File: config.mk
export PLATFORM = sky130hd
export DESIGN_NAME = tgl_poll_engine
export DESIGN_NICKNAME = d
export VERILOG_FILES = /design/src/rtl/tgl_poll_pkg.sv /design/src/rtl/tgl_pair_cmp.sv /design/src/rtl/tgl_poll_ctr.sv /design/src/rtl/tgl_poll_engine.sv
export SDC_FILE = /design/constraint.sdc
export NUM_CORES = 1
export LEC_CHECK = 0
export BUFFER_PORTS_ARGS = -buffer_cell sky130_fd_sc_hd__buf_2
export CORE_UTILIZATION = 26
export CTS_CLUSTER_SIZE = 28
export DETAILED_ROUTE_END_ITERATION = 16
export GPL_TIMING_DRIVEN = 0
export HOLD_SLACK_MARGIN = 0.02
export PLACE_DENSITY = 0.54
export SYNTH_ARGS = -nofsm -noshare
export SYNTH_HDL_FRONTEND = slang
export SYNTH_HIERARCHICAL = 1
export SYNTH_SLANG_ARGS = --single-unit
File: constraint.sdc
create_clock -name clk -period 2.4 [get_ports clk]
set_input_delay 0.12 -clock clk [delete_from_list [all_inputs] [get_ports clk]]
set_output_delay 0.12 -clock clk [all_outputs]
set_load 0.05 [all_outputs]
File: src/rtl/tgl_poll_pkg.sv
// Shared definitions for the toggle-bit completion poller.
// Assumes the status word carries the toggle bit and both error flags
// at the fixed positions below.
package tgl_poll_pkg;

    localparam int TGL_BIT = 6;   // bit that flips on each read while busy
    localparam int ERR_LO  = 3;   // first error/timeout flag
    localparam int ERR_HI  = 5;   // second error/timeout flag

    typedef enum logic [2:0] {
        ST_IDLE,
        ST_REQ,
        ST_WAIT,
        ST_EXIT,
        ST_DONE
    } tp_state_e;

endpackage

File: src/rtl/tgl_pair_cmp.sv
// Remembers the toggle bit of the first read of a pair and compares the
// second read against it. Also decodes the error flags of the live word.
// Assumes load_first is pulsed on the first response of every pair.
module tgl_pair_cmp
    import tgl_poll_pkg::*;
#(
    parameter int DW = 16
) (
    input  logic          clk,
    input  logic          rst_n,
    input  logic          load_first,
    input  logic [DW-1:0] rsp_data,
    output logic          toggled,
    output logic          err_seen
);

    logic ref_bit;
    logic unused_bits;

    // Capture the toggle bit of the first read of each pair.
    always_ff @(posedge clk) begin
        if (!rst_n) begin
            ref_bit <= 1'b0;
        end else if (load_first) begin
            ref_bit <= rsp_data[TGL_BIT];
        end
    end

    // Compare and flag decode on the current response word.
    always_comb begin
        toggled  = ref_bit ^ rsp_data[TGL_BIT];
        err_seen = rsp_data[ERR_LO] | rsp_data[ERR_HI];
    end

    assign unused_bits = ^rsp_data;

endmodule

File: src/rtl/tgl_poll_ctr.sv
// Counts unsettled polling pairs and flags the last allowed one.
// Assumes inc is never raised while at_limit is high (the caller fails out).
module tgl_poll_ctr #(
    parameter int MAX_POLLS = 1024
) (
    input  logic clk,
    input  logic rst_n,
    input  logic clr,
    input  logic inc,
    output logic at_limit
);

    localparam int CW = (MAX_POLLS > 1) ? $clog2(MAX_POLLS) : 1;

    logic [CW-1:0] cnt;

    // Pair counter, cleared at each accepted start.
    always_ff @(posedge clk) begin
        if (!rst_n) begin
            cnt <= '0;
        end else if (clr) begin
            cnt <= '0;
        end else if (inc) begin
            cnt <= cnt + CW'(1);
        end
    end

    assign at_limit = (cnt == CW'(MAX_POLLS - 1));

    // the count never passes the last allowed pair.
    p_cnt_bound_r7: assert property (@(posedge clk) disable iff (!rst_n)
        cnt <= CW'(MAX_POLLS - 1));

endmodule

File: src/rtl/tgl_poll_engine.sv
// Toggle-bit completion poller. It issues paired status reads, decides pass
// or fail from the toggle bit and the error flags (with a recheck pair once
// a flag is seen), and optionally writes an exit command before strobing done.
// Assumes one outstanding read at a time and a responder that eventually answers.
module tgl_poll_engine
    import tgl_poll_pkg::*;
#(
    parameter int             DW        = 16,
    parameter int             AW        = 20,
    parameter int             MAX_POLLS = 1024,
    parameter logic [AW-1:0]  EXIT_ADDR = '0,
    parameter logic [DW-1:0]  EXIT_DATA = DW'('h00F0)
) (
    input  logic          clk,
    input  logic          rst_n,
    input  logic          start,
    input  logic [1:0]    cfg_exit_mode,
    output logic          done,
    output logic          pass,
    output logic          fail,
    output logic          rd_req_valid,
    input  logic          rd_req_ready,
    input  logic          rd_rsp_valid,
    input  logic [DW-1:0] rd_rsp_data,
    output logic          wr_valid,
    input  logic          wr_ready,
    output logic [AW-1:0] wr_addr,
    output logic [DW-1:0] wr_data
);

    tp_state_e state;
    logic      second_rd;     // waiting for the second read of a pair
    logic      recheck;       // current pair is the post-flag recheck
    logic      mode_always;   // exit command after every verdict
    logic      pass_q;
    logic      fail_q;

    logic      toggled;
    logic      err_seen;
    logic      at_limit;
    logic      rsp_take;
    logic      pair_end;
    logic      ctr_clr;
    logic      ctr_inc;

    assign rsp_take = (state == ST_WAIT) && rd_rsp_valid;
    assign pair_end = rsp_take && second_rd;
    assign ctr_clr  = (state == ST_IDLE) && start;
    assign ctr_inc  = pair_end && toggled && !recheck && !err_seen && !at_limit;

    tgl_pair_cmp #(.DW(DW)) u_cmp (
        .clk        (clk),
        .rst_n      (rst_n),
        .load_first (rsp_take && !second_rd),
        .rsp_data   (rd_rsp_data),
        .toggled    (toggled),
        .err_seen   (err_seen)
    );

    tgl_poll_ctr #(.MAX_POLLS(MAX_POLLS)) u_ctr (
        .clk      (clk),
        .rst_n    (rst_n),
        .clr      (ctr_clr),
        .inc      (ctr_inc),
        .at_limit (at_limit)
    );

    // Sequencer: read pairs, decide, optional exit write, done strobe.
    always_ff @(posedge clk) begin
        if (!rst_n) begin
            state       <= ST_IDLE;
            second_rd   <= 1'b0;
            recheck     <= 1'b0;
            mode_always <= 1'b0;
            pass_q      <= 1'b0;
            fail_q      <= 1'b0;
        end else begin
            case (state)
                ST_IDLE: begin
                    if (start) begin
                        mode_always <= (cfg_exit_mode != 2'b00);
                        second_rd   <= 1'b0;
                        recheck     <= 1'b0;
                        pass_q      <= 1'b0;
                        fail_q      <= 1'b0;
                        state       <= ST_REQ;
                    end
                end
                ST_REQ: begin
                    if (rd_req_ready) begin
                        state <= ST_WAIT;
                    end
                end
                ST_WAIT: begin
                    if (rd_rsp_valid) begin
                        if (!second_rd) begin
                            second_rd <= 1'b1;
                            state     <= ST_REQ;
                        end else begin
                            second_rd <= 1'b0;
                            if (!toggled) begin
                                pass_q <= 1'b1;
                                state  <= mode_always ? ST_EXIT : ST_DONE;
                            end else if (recheck || at_limit && !err_seen) begin
                                fail_q <= 1'b1;
                                state  <= ST_EXIT;
                            end else if (err_seen) begin
                                recheck <= 1'b1;
                                state   <= ST_REQ;
                            end else begin
                                state <= ST_REQ;
                            end
                        end
                    end
                end
                ST_EXIT: begin
                    if (wr_ready) begin
                        state <= ST_DONE;
                    end
                end
                ST_DONE: begin
                    state <= ST_IDLE;
                end
                default: state <= ST_IDLE;
            endcase
        end
    end

    // Port drive from the sequencer state.
    always_comb begin
        rd_req_valid = (state == ST_REQ);
        wr_valid     = (state == ST_EXIT);
        wr_addr      = EXIT_ADDR;
        wr_data      = EXIT_DATA;
        done         = (state == ST_DONE);
        pass         = pass_q;
        fail         = fail_q;
    end

    // a pending read request is not withdrawn.
    p_req_hold_r2: assert property (@(posedge clk) disable iff (!rst_n)
        rd_req_valid && !rd_req_ready |=> rd_req_valid);

    // an accepted request is not followed at once by another.
    p_one_outstanding_r2: assert property (@(posedge clk) disable iff (!rst_n)
        rd_req_valid && rd_req_ready |=> !rd_req_valid);

    // exit write only after a failure or in the always-exit mode.
    p_exit_when_due_r8: assert property (@(posedge clk) disable iff (!rst_n)
        wr_valid |-> (fail || mode_always));

    // a pending exit write is held with stable address.
    p_exit_hold_r10: assert property (@(posedge clk) disable iff (!rst_n)
        wr_valid && !wr_ready |=> wr_valid && $stable(wr_addr));

    // done is a single-cycle strobe.
    p_done_pulse_r11: assert property (@(posedge clk) disable iff (!rst_n)
        done |=> !done);

    // exactly one verdict flag accompanies done.
    p_verdict_onehot_r11: assert property (@(posedge clk) disable iff (!rst_n)
        done |-> $countones({pass, fail}) == 1);

    // the verdict is held while idle without a start.
    p_verdict_held_r11: assert property (@(posedge clk) disable iff (!rst_n)
        (state == ST_IDLE) && !start |=> $stable(pass) && $stable(fail));

endmodule

Word level (Yosys, flattened, before mapping). Index checks and enable logic that the tools add are counted.

$add $sub $neg: 1. Equality and inequality tests: 15. Mux-type cells: 28. Bitwise logic cells: 3. Reduce and logical (&&, ||, !) cells: 24.

Operator list (number): two-way mux 3 bit (7); two-way mux 1 bit (15); != test 2 bit, second input constant (7); one-hot mux 3 bit (4 select lines) (1); adder 10 x 1 -> 10 bit, second input constant (1); equality test 10 bit, second input constant (1); logical AND 1 bit (9); one-hot mux 1 bit (2 select lines) (4); AND reduction 7 bit (1); equality test 3 x 2 -> 1 bit, second input constant (2); != test 2 x 1 -> 1 bit, second input constant (3); AND reduction 6 bit (1); AND reduction 5 bit (1); zero test 1 bit (4); AND reduction 4 bit (1); nonzero test 2 bit (2); equality test 3 x 1 -> 1 bit, second input constant (1); equality test 3 bit, second input constant (1); zero test 3 bit (1); AND reduction 3 bit (1); two-way mux 2 bit (1); AND reduction 2 bit (1); OR reduction 2 bit (1); logical OR 1 bit (1); other kinds (3) (3).

Register bits after elaboration: 19. Input bits: 24. Output and inout port bits: 41. Word-level logic and storage cells: 79.

Longest topological paths before layout.
Depth in word-level cells: 9. Mapped depth: 8. Mapped depth without buffers: 7.

Hierarchy. Netlist, hierarchy kept.

By module, submodules not included: tgl_poll_engine (instances 1, cells an instance 96, area each 768.2 um^2, sequential area each 160.2 um^2); tgl_poll_ctr (instances 1, cells an instance 53, area each 464.2 um^2, sequential area each 200.2 um^2); tgl_pair_cmp (instances 1, cells an instance 5, area each 51.3 um^2, sequential area each 20.0 um^2).

Worst setup path before layout. No wires, ideal clock.

Path type: reg-to-reg. Start point: register state[2]. End point: register u_ctr.cnt[8]. Setup time: 0.070 ns. Data arrival time: 1.930 ns. Data required time: 2.330 ns. Setup slack: 0.400 ns. Stages on the path, launching flop included: 9. Buffers on the path: 2. Period minus slack after synthesis: 2.000 ns. Path through: dfxtp_1 > clkbuf_1 > and4bb_2 > nand3_1 > nor4_1 > buf_4 > nand4_1 > or4_1 > a21oi_1.

Cells in the longest elaborated chain, start to end: 7. Elaborated cells on any way between the ends: 10. Those cells by class: eq/ne (1); reduce/logical (9).

Ends and longest elaborated chain: from (decl) (RTL line tgl_poll_engine.sv:31) `tp_state_e state;`; from (signal assigned) (RTL line tgl_poll_engine.sv:103) `state <= mode_always ? ST_EXIT : ST_DONE;`; equality test 3 x 2 -> 1 bit (RTL line tgl_poll_engine.sv:46) `assign rsp_take = (state == ST_WAIT) && rd_rsp_valid;`; logical AND 1 bit (RTL line tgl_poll_engine.sv:46); logical AND 1 bit (RTL line tgl_poll_engine.sv:47) `assign pair_end = rsp_take && second_rd;`; logical AND 1 bit (4 in a row) (RTL line tgl_poll_engine.sv:49) `assign ctr_inc = pair_end && toggled && !recheck && !err_seen && !at_limit;`; net ctr_inc (RTL line tgl_poll_engine.sv:44) `logic ctr_inc;`; to (signal assigned) (RTL line tgl_poll_ctr.sv:24) `cnt <= cnt + CW'(1);`; to (decl) (RTL line tgl_poll_ctr.sv:15) `logic [CW-1:0] cnt;`.

The timed path passes the listed nets, and every way through them passes these cells. A chain may end at the register's enable or synchronous reset.

Worst setup path in the final report. Same ends and word-level chain as after synthesis.

==> summary.md <==
The sum of negative setup slack is 0 ps. The type of the worst min-delay path is in2reg. The flow ran to the end, and the final reports show no timing, DRC or antenna violations. The number of distinct library cells after synthesis is 38. From synthesis to final layout, the design area changed by 26.8%. The floorplan has 25 rows. Cell type with the highest aggregate area in the netlist: dfxtp_1. Setup repair after global routing left no endpoint under its margin. Final net count: 234.

In this run the most critical hold path is launched from rd_rsp_data[6]. After detailed routing, the average wire length per cell comes to 8.21 µm. The number of failing hold endpoints at the final stage is 0. The tools report the number of diodes added for antenna fixing as 0.

In this run the critical register-to-register path is launched from state[2]$_SDFFE_PN0P_. The clock skew after layout was 4.80 ps. For the quantity of gates resized following cts, the log shows 0. Along the worst path, the maximum fanout reaches 11. Yosys mapped a number of flops with a built-in enable equal to 0.

The total of buffers placed on input and output ports came out at 15. The tools report the total iterations of the first detailed-routing run as 4. The logs give 5220 µm² for the area enclosed by the die boundary and 4720 µm² for the area inside the core boundary.

The clock transition at the register clock pins on the worst setup and hold paths after CTS was 70 ps. The logs give 2590 ps for the required time at the endpoint of the critical path and 29.6% for the share of synthesized area occupied by flip-flops and latches. In this run the static leakage power is 0.746 nW. STA classifies the critical path startpoint as a flip-flop.

The chip height works out to 72.3 µm. For the final routed wirelength across all metal layers, the log shows 2260 µm. Setup violations remaining at the end of the flow were counted as 0. VDD sags by at most 0.219 mV. After global routing the overflow that remains totals 0. The tree built by TritonCTS fans out to 19 sinks. The post-route netlist has 31.3% of its cells at a drive strength greater than 1. Entering global routing, the biggest net connects 12 pins. The tools report the worst-case register-to-register setup slack as 320 ps.

The clock insertion delay at the later pin of the skew report was 260 ps. Initial core utilization: 27.2%. In this run, post-CTS hold repair placed 0 buffers.

The prevailing post-synth register cell was dfxtp_1. The count of nets left with antenna violations after detail routing is 0. The total half-perimeter wirelength after legalization and detailed placement was 1730 µm; the count of yosys warnings during synthesis was 6.

Critical path class: reg2reg. The critical path starts at state[2]$_SDFFE_PN0P_. The first global-routing pass estimated 3690 µm of wire.

The end-of-flow core utilization came out at 34.5%. TritonCTS built the clock tree. For the total via count after detailed routing, the log shows 1049.

The synthesized area per cell came out at 8.34 µm². The starting DRC count in detailed routing came out at 18. The detailed-route DRC error count is 0, and the minimum clock period is 2080 ps. The top-level port count is 65, and the total standard cell area after synthesis is 1280 µm². Aggregate global-route resource usage: 9.03%. Counting flops with an async set or reset pin after synthesis yields a share of 0%. The tree is rooted in a clkbuf_8.

From left edge to right edge, the die measures 72.3 µm. Power spread over the standard cell area amounts to 508 nW/µm². The final clock period utilization by the worst path came out at 86.6%. After detailed routing, the number of vias per cell comes to 3.81.

The number of levels in the clock H-tree is 1. STA classifies the critical path endpoint as a flip-flop. The initial antenna violation count came out at 0. Summed over its instances, the top area cell type makes up 29.6% of the synthesized netlist area. For the number of buffers inserted during clock tree synthesis, the log shows 3. Routability-driven placement finished with a final weighted congestion of 0.768.

Synthesis inferred 19 register bits. Sorting the synthesized cells by how often they occur yields buf_4, dfxtp_1, nand2_1. Maximum operating frequency: 481 MHz.

Dominant cell by count in the synthesized netlist: buf_4. For the critical path data arrival time, the log shows 2270 ps. Ranked by total cell area, the synthesized netlist is headed by dfxtp_1, buf_4, nor2b_1. The tools report the number of global-route vias before repair as 816.

On the final layout, the worst hold slack is 148 ps. For the max-slew violation count, the log shows 0. The logs give 154 for the number of standard cells after synthesis and 2 for the deepest clock path buffer count.

Max-cap violations in this run came to 0.
path summary, 6_finish.rpt:
path	to	depth (start not counted)
min reg2reg	fail$_SDFFE_PN0P_	2
max reg2reg	u_ctr/cnt[8]$_SDFFE_PP0P_	7
max	u_ctr/cnt[8]$_SDFFE_PP0P_	7
min	u_cmp/ref_bit$_SDFFE_PN0P_	3
logic make-up after synthesis:
| logic type | Yosys count | synth area share, % |
|---|---|---|
| AND/OR/NAND/NOR | 53 | 24.1 |
| multiplexers | 6 | 4.87 |
| buffers and inverters | 44 | 23.7 |
| AO/OA/AOI/OAI | 24 | 12.8 |
| other | 2 | 0.585 |
| XOR/XNOR | 5 | 3.41 |
| flip-flops | 19 | 29.6 |
| adder cells (fa/ha/maj) | 1 | 0.975 |
critical path: stages, from the launching register on:
cell and delay (ps):
dfxtp_1 410, and4bb_2 350, nand3_1 70, nor4_1 190
buf_4 200, nand4_1 190, or4_1 440, a21oi_1 150
per-stage QoR:
stage	total power [mW]	instances	cell area, µm²	worst slack [ps]
after floorplan	0.576	188	1410	400
after global placement	0.607	270	1570	132
after detailed placement	0.607	270	1570	133
after CTS	0.838	274	1620	113
after global routing	0.868	275	1630	118
final	0.827	275	1630	322
timing repair:
action                                 CTS  global route
setup buffers                            0             2
endpoints found under the hold margin    0             0
setup endpoints to repair                0             2
metal layers:
| metal | vias up | global-route usage (%) | wire length, µm |
|---|---|---|---|
| met5 | - | 0 | 0 |
| met2 | 43 | 14.5 | 991 |
| li1 | 572 | - | - |
| met4 | 0 | 3.27 | 25 |
| met3 | 3 | 1.67 | 148 |
| met1 | 431 | 12.0 | 1090 |
flip-flops by register name, summed over array words and instances, names as in the netlist:
name,cells
u_ctr/cnt,10
state,3
fail,1
mode_always,1
pass,1
recheck,1
second_rd,1
u_cmp/ref_bit,1
final cells by class:
cell class                 instances  area (µm²)
sequential                        19         380
fill                             523        3100
clock buffer                       3        41.3
inverter                           3        11.3
multi-input combinational        125         727
buffer                            40         289
tap                               67        83.8
clock inverter                     1        5.00
timing repair buffer              17        90.1
power by group:
part / internal, mW / switching (mW)
Sequential: 0.323 / 0.00876
Combinational: 0.0809 / 0.188
Clock: 0.116 / 0.110
cell usage in the layout (no fill, tap or decap), types with 3 or more instances in the layout:
cell	instances
nor2b_1	7
dfxtp_1	19
a21boi_0	4
or4_1	3
buf_4	39
nor4_1	3
nand3_1	4
nand4_1	3
nor2_1	8
o31ai_1	5
a21oi_1	6
mux2i_1	4
clkbuf_8	3
xor2_1	3
nand2_1	9
o21ai_0	3
conb_1	36
inv_1	3
buf_2	15
clkbuf_1	3
Note: power is estimated with default switching activity, not from simulation.
